File: src/rtl/irqc_pkg.sv
// Package: register offsets and the read/write port widths shared by the
// trigger-configurable interrupt controller. Assumes byte offsets in 5 bits.
package irqc_pkg;
    localparam int unsigned ADDR_W = 5;
    localparam int unsigned DATA_W = 32;

    localparam logic [ADDR_W-1:0] OFS_ENABLE  = 5'h00;
    localparam logic [ADDR_W-1:0] OFS_STATUS  = 5'h04;
    localparam logic [ADDR_W-1:0] OFS_SMODE   = 5'h08;
    localparam logic [ADDR_W-1:0] OFS_SPOL    = 5'h0C;
    localparam logic [ADDR_W-1:0] OFS_OMODE   = 5'h10;
    localparam logic [ADDR_W-1:0] OFS_OPOL    = 5'h14;
    localparam logic [ADDR_W-1:0] OFS_FORCE   = 5'h18;
endpackage

File: src/rtl/irqc_sync.sv
// Module: two-flop synchroniser per line, plus one more stage that holds the
// previous synchronised value for edge detection.
// Assumes: inputs are asynchronous; the reset value of every stage is 0.
module irqc_sync #(
    parameter int unsigned W = 32
) (
    input  logic         clk,
    input  logic         rst_n,
    input  logic [W-1:0] async_i,
    output logic [W-1:0] sync_o,
    output logic [W-1:0] prev_o
);
    logic [W-1:0] meta_q;
    logic [W-1:0] stab_q;
    logic [W-1:0] hist_q;

    // Purpose: shift the raw lines through the meta, stable and history stages.
    always_ff @(posedge clk) begin
        if (!rst_n) begin
            meta_q <= '0;
            stab_q <= '0;
            hist_q <= '0;
        end else begin
            meta_q <= async_i;
            stab_q <= meta_q;
            hist_q <= stab_q;
        end
    end

    assign sync_o = stab_q;
    assign prev_o = hist_q;
endmodule

File: src/rtl/irqc_cfg_regs.sv
// Module: configuration registers, write decode and read multiplexer.
// Produces the write-one-clear mask for status and the per-line mask of
// trigger-type changes. Assumes N <= DATA_W; a read has no side effect.
module irqc_cfg_regs
    import irqc_pkg::*;
#(
    parameter int unsigned N = 32
) (
    input  logic              clk,
    input  logic              rst_n,
    input  logic              wr_i,
    input  logic [ADDR_W-1:0] addr_i,
    input  logic [DATA_W-1:0] wdata_i,
    input  logic [N-1:0]      status_i,
    output logic [DATA_W-1:0] rdata_o,
    output logic [N-1:0]      enable_o,
    output logic [N-1:0]      smode_o,
    output logic [N-1:0]      spol_o,
    output logic [N-1:0]      force_o,
    output logic              omode_o,
    output logic              opol_o,
    output logic [N-1:0]      clr_mask_o,
    output logic [N-1:0]      type_chg_o
);
    logic [N-1:0] enable_q;
    logic [N-1:0] smode_q;
    logic [N-1:0] spol_q;
    logic [N-1:0] force_q;
    logic         omode_q;
    logic         opol_q;
    logic [N-1:0] wline;

    assign wline = wdata_i[N-1:0];

    // Purpose: hold the software-visible configuration registers.
    always_ff @(posedge clk) begin
        if (!rst_n) begin
            enable_q <= '0;
            smode_q  <= '0;
            spol_q   <= '0;
            force_q  <= '0;
            omode_q  <= 1'b0;
            opol_q   <= 1'b0;
        end else if (wr_i) begin
            case (addr_i)
                OFS_ENABLE: enable_q <= wline;
                OFS_SMODE:  smode_q  <= wline;
                OFS_SPOL:   spol_q   <= wline;
                OFS_FORCE:  force_q  <= wline;
                OFS_OMODE:  omode_q  <= wdata_i[0];
                OFS_OPOL:   opol_q   <= wdata_i[0];
                default: ;
            endcase
        end
    end

    // Purpose: derive the status clear mask and the trigger-type change mask.
    always_comb begin
        clr_mask_o = '0;
        type_chg_o = '0;
        if (wr_i) begin
            if (addr_i == OFS_STATUS) clr_mask_o = wline;
            if (addr_i == OFS_SMODE)  type_chg_o = wline ^ smode_q;
            if (addr_i == OFS_SPOL)   type_chg_o = wline ^ spol_q;
        end
    end

    // Purpose: select read data by offset; unmapped offsets read zero.
    always_comb begin
        rdata_o = '0;
        case (addr_i)
            OFS_ENABLE: rdata_o[N-1:0] = enable_q;
            OFS_STATUS: rdata_o[N-1:0] = status_i;
            OFS_SMODE:  rdata_o[N-1:0] = smode_q;
            OFS_SPOL:   rdata_o[N-1:0] = spol_q;
            OFS_OMODE:  rdata_o[0]     = omode_q;
            OFS_OPOL:   rdata_o[0]     = opol_q;
            OFS_FORCE:  rdata_o[N-1:0] = force_q;
            default:    rdata_o        = '0;
        endcase
    end

    assign enable_o = enable_q;
    assign smode_o  = smode_q;
    assign spol_o   = spol_q;
    assign force_o  = force_q;
    assign omode_o  = omode_q;
    assign opol_o   = opol_q;
endmodule

File: src/rtl/irqc_trigger.sv
// Module: per-line trigger qualification and the status register.
// Edge lines latch events until cleared by writing 1; level lines track the
// qualified level. A type change drops the status; force sets it.
// Assumes sync/prev come from irqc_sync and masks from irqc_cfg_regs.
module irqc_trigger #(
    parameter int unsigned N = 32
) (
    input  logic         clk,
    input  logic         rst_n,
    input  logic [N-1:0] sync_i,
    input  logic [N-1:0] prev_i,
    input  logic [N-1:0] smode_i,
    input  logic [N-1:0] spol_i,
    input  logic [N-1:0] force_i,
    input  logic [N-1:0] clr_mask_i,
    input  logic [N-1:0] type_chg_i,
    output logic [N-1:0] edge_evt_o,
    output logic [N-1:0] status_o
);
    logic [N-1:0] status_q;
    logic [N-1:0] status_d;

    for (genvar i = 0; i < N; i++) begin : g_line
        logic rise;
        logic fall;
        logic lvl;
        logic evt;
        logic edge_next;
        logic base_next;

        // Purpose: qualify the synchronised line and form this line's next status.
        always_comb begin
            rise      = sync_i[i] & ~prev_i[i];
            fall      = ~sync_i[i] & prev_i[i];
            lvl       = spol_i[i] ? sync_i[i] : ~sync_i[i];
            evt       = smode_i[i] & (spol_i[i] ? rise : fall);
            edge_next = (status_q[i] & ~clr_mask_i[i]) | evt;
            base_next = smode_i[i] ? edge_next : lvl;
            status_d[i] = (base_next & ~type_chg_i[i]) | force_i[i];
        end

        assign edge_evt_o[i] = evt;
    end

    // Purpose: register the status of every line.
    always_ff @(posedge clk) begin
        if (!rst_n) begin
            status_q <= '0;
        end else begin
            status_q <= status_d;
        end
    end

    assign status_o = status_q;
endmodule

File: src/rtl/irqc_out_stage.sv
// Module: aggregates enabled status into one pending signal and shapes the
// combined output as a level of either sense or a single-cycle pulse.
// Assumes status and enable are registered upstream.
module irqc_out_stage #(
    parameter int unsigned N = 32
) (
    input  logic         clk,
    input  logic         rst_n,
    input  logic [N-1:0] status_i,
    input  logic [N-1:0] enable_i,
    input  logic         omode_i,
    input  logic         opol_i,
    output logic         pending_o,
    output logic         pulse_o,
    output logic         irq_o
);
    logic pending;
    logic pending_q;
    logic pulse_q;
    logic active;

    assign pending = |(status_i & enable_i);

    // Purpose: remember the last pending value and mark its rising moment.
    always_ff @(posedge clk) begin
        if (!rst_n) begin
            pending_q <= 1'b0;
            pulse_q   <= 1'b0;
        end else begin
            pending_q <= pending;
            pulse_q   <= pending & ~pending_q;
        end
    end

    // Purpose: choose level or pulse shaping and apply the output sense.
    always_comb begin
        active = omode_i ? pulse_q : pending;
        irq_o  = opol_i ? active : ~active;
    end

    assign pending_o = pending;
    assign pulse_o   = pulse_q;
endmodule

File: src/rtl/irq_trigger_ctrl.sv
// Module: top of the trigger-configurable interrupt controller.
// Wires synchroniser, configuration registers, trigger logic and output stage.
// Assumes NSRC <= 32 and a single clock domain for the register port.
module irq_trigger_ctrl
    import irqc_pkg::*;
#(
    parameter int unsigned NSRC = 32
) (
    input  logic              clk,
    input  logic              rst_n,
    input  logic [NSRC-1:0]   src_i,
    input  logic              reg_wr,
    input  logic [ADDR_W-1:0] reg_addr,
    input  logic [DATA_W-1:0] reg_wdata,
    output logic [DATA_W-1:0] reg_rdata,
    output logic              irq_out
);
    logic [NSRC-1:0] sync_w;
    logic [NSRC-1:0] prev_w;
    logic [NSRC-1:0] enable_w;
    logic [NSRC-1:0] smode_w;
    logic [NSRC-1:0] spol_w;
    logic [NSRC-1:0] force_w;
    logic [NSRC-1:0] clr_mask_w;
    logic [NSRC-1:0] type_chg_w;
    logic [NSRC-1:0] edge_evt_w;
    logic [NSRC-1:0] status_w;
    logic            omode_w;
    logic            opol_w;
    logic            pending_w;
    logic            pulse_w;

    irqc_sync #(.W(NSRC)) u_sync (
        .clk     (clk),
        .rst_n   (rst_n),
        .async_i (src_i),
        .sync_o  (sync_w),
        .prev_o  (prev_w)
    );

    irqc_cfg_regs #(.N(NSRC)) u_cfg (
        .clk        (clk),
        .rst_n      (rst_n),
        .wr_i       (reg_wr),
        .addr_i     (reg_addr),
        .wdata_i    (reg_wdata),
        .status_i   (status_w),
        .rdata_o    (reg_rdata),
        .enable_o   (enable_w),
        .smode_o    (smode_w),
        .spol_o     (spol_w),
        .force_o    (force_w),
        .omode_o    (omode_w),
        .opol_o     (opol_w),
        .clr_mask_o (clr_mask_w),
        .type_chg_o (type_chg_w)
    );

    irqc_trigger #(.N(NSRC)) u_trig (
        .clk        (clk),
        .rst_n      (rst_n),
        .sync_i     (sync_w),
        .prev_i     (prev_w),
        .smode_i    (smode_w),
        .spol_i     (spol_w),
        .force_i    (force_w),
        .clr_mask_i (clr_mask_w),
        .type_chg_i (type_chg_w),
        .edge_evt_o (edge_evt_w),
        .status_o   (status_w)
    );

    irqc_out_stage #(.N(NSRC)) u_out (
        .clk       (clk),
        .rst_n     (rst_n),
        .status_i  (status_w),
        .enable_i  (enable_w),
        .omode_i   (omode_w),
        .opol_i    (opol_w),
        .pending_o (pending_w),
        .pulse_o   (pulse_w),
        .irq_o     (irq_out)
    );
endmodule

File: config.mk
export PLATFORM = sky130hd
export DESIGN_NAME = irq_trigger_ctrl
export DESIGN_NICKNAME = d
export VERILOG_FILES = /design/src/rtl/irqc_pkg.sv /design/src/rtl/irqc_sync.sv /design/src/rtl/irqc_cfg_regs.sv /design/src/rtl/irqc_trigger.sv /design/src/rtl/irqc_out_stage.sv /design/src/rtl/irq_trigger_ctrl.sv
export SDC_FILE = /design/constraint.sdc
export NUM_CORES = 1
export LEC_CHECK = 0
export BUFFER_PORTS_ARGS = -buffer_cell sky130_fd_sc_hd__clkbuf_2
export CAP_MARGIN = 20
export CORE_ASPECT_RATIO = 1.25
export CORE_MARGIN = 1
export CORE_UTILIZATION = 55
export CTS_BUF_LIST = sky130_fd_sc_hd__clkbuf_16
export DETAILED_ROUTE_END_ITERATION = 8
export PLACE_DENSITY = 0.75
export SETUP_SLACK_MARGIN = 0.15
export SLEW_MARGIN = 20
export SYNTH_ARGS = -nofsm -noshare
export SYNTH_HDL_FRONTEND = slang
export SYNTH_SLANG_ARGS = --single-unit
File: constraint.sdc
create_clock -name clk -period 4.1 [get_ports clk]
set_clock_uncertainty 0.05 [all_clocks]
set_input_delay 0.82 -clock clk [delete_from_list [all_inputs] [get_ports clk]]
set_output_delay 0.82 -clock clk [all_outputs]
set_load 0.05 [all_outputs]
======== Word-level counts from Yosys, hierarchy flattened ========
Cells that the tools add are included.
Widths: inputs -> output; s select.
operators by class
  equality and inequality tests ........... 6
  mux-type cells .......................... 105
  bitwise logic cells ..................... 358
  reduce and logical (&&, ||, !) cells .... 8
operator list
  kind                number
  $and 1x1->1         161
  $mux 32             5
  $pmux 31 s5         1
  $not 1->1           130
  $mux 1              98
  $or 1x1->1          64
  $xor 32x32->32      2
  $and 32x32->32      1
  $reduce_or 32->1    1
  $eq 5x5->1 const B  3
  $reduce_and 2->1    6
  $eq 5x4->1 const B  2
  $pmux 1 s7          1
  $eq 5x3->1 const B  1
  $logic_not 5->1     1
storage, ports and cells
  flip-flop bits (word level) ............. 260
  input bits .............................. 72
  logic and storage cells ................. 489

======== Depth between registers and ports, before layout ========
  word-level depth ........................ 9
  depth in mapped cells ................... 8
  mapped depth without buffers ............ 5

======== By module ========
Synthesis repeated with hierarchy kept, for this count alone.
second synthesis, totals
  cells, all modules ...................... 1375
  area, all modules ....................... 12827.3 um2
modules (own cells, without submodules)
  module          instances  cells an instance  area each (um2)  seq. area each (um2)
  irqc_cfg_regs   1          759                6957.9           2602.5
  irqc_trigger    1          387                3017.9           640.6
  irqc_sync       1          202                2603.7           1921.8
  irqc_out_stage  1          27                 247.7            40.0

======== Worst setup path after synthesis ========
No wires, ideal clock.
  kind .................................... input port to output port
  from .................................... input port reg_addr[2]
  to ...................................... output port reg_rdata[0]
  arrival ................................. 2.685 ns
  data required time ...................... 3.230 ns
  slack ................................... 0.545 ns
  cell stages on the path ................. 5
  path buffers ............................ 3
  cells stage by stage .................... buf_2 -> buf_2 -> buf_2 -> a31oi_1 -> o21ai_0
between the ends
  longest elaborated chain between the ends .. 2
  elaborated cells on any way between the ends .. 8
  those cells by class .................... eq/ne (6); mux (1); reduce/logical (1)
RTL lines
  what                                line                    source
  start, declared                     irq_trigger_ctrl.sv:13  input logic [ADDR_W-1:0] reg_addr,
  $eq 5x5->1 (tied with other cells)  irqc_cfg_regs.sv:71     case (addr_i)
  $pmux 1 s7 *                        irqc_cfg_regs.sv:71
  end, declared                       irq_trigger_ctrl.sv:15  output logic [DATA_W-1:0] reg_rdata,
Mark *: on every way between the ends. The rest lies on a longest branch, timed or not.

======== Worst setup path after layout ========
  from .................................... input port reg_addr[4]
  to ...................................... output port reg_rdata[11]
between the ends
  longest elaborated chain between the ends .. 2
  elaborated cells on any way between the ends .. 6
  those cells by class .................... eq/ne (4); mux (1); reduce/logical (1)
RTL lines
  what                                line
  $eq 5x5->1 (tied with other cells)  irqc_cfg_regs.sv:71
  $pmux 31 s5 *                       irqc_cfg_regs.sv:71
Marks and branches as above.

==> results.cfg <==
[floorplanning]
die-height_um = 162
rows = 58
die_area_um2 = 21000
start_util_pct = 56.1
dieWidth_um = 130
coreArea_um2 = 20000
io_pins = 105

[detailed_routing]
antenna_violating_nets_post_route = 0
detailroute.via_count = 9434
dr.pass1.iters = 5
drt_first_iter_violations = 822
post_drt_via_cell_ratio = 5.80
detail_route.drc_violations = 0
wirelength_um = 29600
wire_per_inst_um = 18.2

[power]
power_density_nw_per_um2 = 409
static-leakage-power_nw = 4.95
power.ir.vdd_worst_uv = 564
design_power_total_mw = 5.46

[sta]
final_hold_viol_count = 0
fmaxAchievable_ghz = 0.292
finalWorstPathRequiredPeriod_ns = 3.42
worst_pin_slew_ns = 0.893
slew-limit-headroom_pct = 40.5
fin_setup_tns_ns = 0
timing.final.crit_share_pct = 83.5
grt_setup_unrepaired = no
post-route-worst-setup-slack_ns = 0.678
finalSetupViolCount = 0
number_of_slew_limit_violations_in_the_final_report = 0

[layout]
layout.filler_cells = 1659
final_common_cell = sky130_fd_sc_hd__nand2_1
antennaDiodeCount = 0
layout.cells.most_common_list = sky130_fd_sc_hd__nand2_1 (296), sky130_fd_sc_hd__dfxtp_1 (260), sky130_fd_sc_hd__and2_1 (97)
multiInputGateArea_um2 = 5690
nNetsFinal = 1411
flow.area_growth_from_synthesis_pct = 18.9
layout_cell_share_with_drive_strength_beyond_1_pct = 12.8
final-seq-area_um2 = 5200

[synth]
yosys-top-cells-area = sky130_fd_sc_hd__dfxtp_1 (46%), sky130_fd_sc_hd__nand2_1 (9.9%), sky130_fd_sc_hd__and2_1 (5.4%), sky130_fd_sc_hd__a21boi_0 (4.9%), sky130_fd_sc_hd__a21boi_1 (3.7%)
postSynthNetCount = 1340
muxShareOfSynthArea_pct = 3.13
largest_family_of_logic_cells_by_synthesized_area = compound AO/OA/AOI/OAI gates
syn_area_um2 = 11200
ys_async_sr_fraction_pct = 0
post_synth.cell_area_avg_um2 = 8.85
ys_ff_latch = 260
synth-simple-area-share_pct = 18.5
synthDominantCellAreaShare_pct = 46.4
yosys.cell_types.count = 40
synth-compound-area-share_pct = 23.6
ys_dominant_reg_cell = sky130_fd_sc_hd__dfxtp_1
yosys.area.top_type = sky130_fd_sc_hd__dfxtp_1
xor_and_xnor_area_share_after_synthesis_pct = 5.07
synth-edff-count = 0
synth_cells = 1268
synthAdderAreaFrac_pct = 0
sequential_fraction_of_the_synthesis_area_pct = 46.4
ys_warn_count = 0

[place]
pre_cts_ws_ns = 0.708
place.detailed.hpwl_um = 18100
routabilityCongestion = 0.823
portBuffers = 104

[critical_path]
timing.critical_path.max_delay_family = simple AND/OR/NAND/NOR gates
worstPathBufferInverterCount = 3
end_kind = output port
path_max_fanout = 19
timing.critical_path.cells = clkbuf_2, or3_1, nor3b_2, buf_4, nand2_1, o21ai_0, a221o_1, buf_12
worst_ep_arrival_time_ns = 2.55
max_stage_delay_ns = 0.49
timing.critical_path.required_ns = 3.23
worstSetupStartpointType = primary input
critPathKind = in2out
cpMaxStageDelayCell = sky130_fd_sc_hd__or3_1

[outcome]
status = finished, final reports clean

[cts]
clk_latency_ns = 0.53
cts_inserted_buffers = 26
clock_tree_from_tritoncts = yes
ctsRootBufferMaster = sky130_fd_sc_hd__clkbuf_16
clock-sinks = 260
cts_htree_levels = 1
post_cts.repair.setup_buffers = 0
cts.clk_slew.worst_paths_ns = 0.06
clk_path_buf_depth = 3
cts-resized-gates = 0
holdBufCountCts = 0

[flow_run]
cap_viol_max_count = 0

[global_routing]
antenna_found_initial = 0
grt_pass1_vias = 8638
grt_max_degree = 157
gr-usage-all-layers_pct = 28.4
grt_pass1_wl_um = 46400
overflow = 0

[hold_path]
hold_path_class = reg2reg
-- through the flow --
stage | instances | instance area, um2 | hold WS [ns] | util (%)
floorplan | 1268 | 11200 | 0.362 | -
global placement | 1581 | 12500 | 0.364 | 62.2
detailed placement | 1581 | 12500 | 0.368 | 62.2
CTS | 1626 | 13300 | 0.381 | 66.6
global route | 1626 | 13300 | 0.393 | 66.6
finish | 1626 | 13300 | 0.379 | 66.6
-- power by group --
part	internal, mW	switching [mW]	leakage [nW]
clock	1.50	0.976	0.447
combinational	0.145	0.187	2.38
sequential	2.60	0.0510	2.12
total	4.24	1.21	4.95
-- worst reg2reg max path: cells and delay by family, from the launching register on --
kind / cells / cell delay [ns]
AND/OR/NAND/NOR: 4 / 0.65
flip-flops: 1 / 0.32
AO/OA/AOI/OAI: 1 / 0.42
-- registers in the layout (all words and copies together) (netlist names), 32 cells and up --
register	count
u_sync.prev_o	32
u_trig.status_o	32
u_sync.sync_o	32
u_cfg.spol_o	32
u_cfg.smode_o	32
u_cfg.enable_o	32
u_cfg.force_o	32
u_sync.meta_q	32
-- Yosys cell counts (31+ instances only) --
cell type                   instances
sky130_fd_sc_hd__clkbuf_1          57
sky130_fd_sc_hd__a21boi_1          55
sky130_fd_sc_hd__o21ai_0           32
sky130_fd_sc_hd__and2_1            97
sky130_fd_sc_hd__xnor2_1           33
sky130_fd_sc_hd__dfxtp_1          260
sky130_fd_sc_hd__mux2i_1           34
sky130_fd_sc_hd__nand2_1          296
sky130_fd_sc_hd__o21a_1            32
sky130_fd_sc_hd__a21oi_1           64
sky130_fd_sc_hd__a211oi_1          32
sky130_fd_sc_hd__nor3_1            33
sky130_fd_sc_hd__o2bb2ai_1         31
sky130_fd_sc_hd__a221o_1           31
sky130_fd_sc_hd__a21boi_0          73
sky130_fd_sc_hd__xor2_1            32
-- layout make-up --
class	instances	area share, %
clock buffer	27	5.06
tap	270	2.53
clock inverter	18	1.57
multi-input combinational	921	42.6
timing repair buffer	127	9.12
inverter	3	0.0844
sequential	260	39.0
-- per-layer routing --
metal  up-vias  global-route usage (%)  share of wire, %
met5         -                       0                 0
met4         0                    10.3               2.8
met3        63                    3.92               7.8
met2       392                    46.7                48
met1      4449                    37.7                41
li1       4530                       -                 -
-- cells by family after synthesis --
group,Yosys count
DFF,260
AOI/OAI and AO/OA,370
and+or+nand+nor,451
muxes,35
buffers and inverters,87
xor gates and xnor gates,65
-- path summary, 6_finish.rpt --
path / start / endpoint / slack [ns] / depth (start not counted)
min: u_sync.meta_q[11]$_SDFF_PN0_ / u_sync.sync_o[11]$_SDFF_PN0_ / 0.38 / 1
min reg2reg: u_sync.meta_q[11]$_SDFF_PN0_ / u_sync.sync_o[11]$_SDFF_PN0_ / 0.38 / 1
max reg2reg: u_trig.status_o[24]$_SDFF_PN0_ / u_out.pulse_o$_SDFF_PN0_ / 2.55 / 5
max: reg_addr[4] / reg_rdata[11] / 0.68 / 8
No activity file was read; power rests on OpenSTA's default activity.
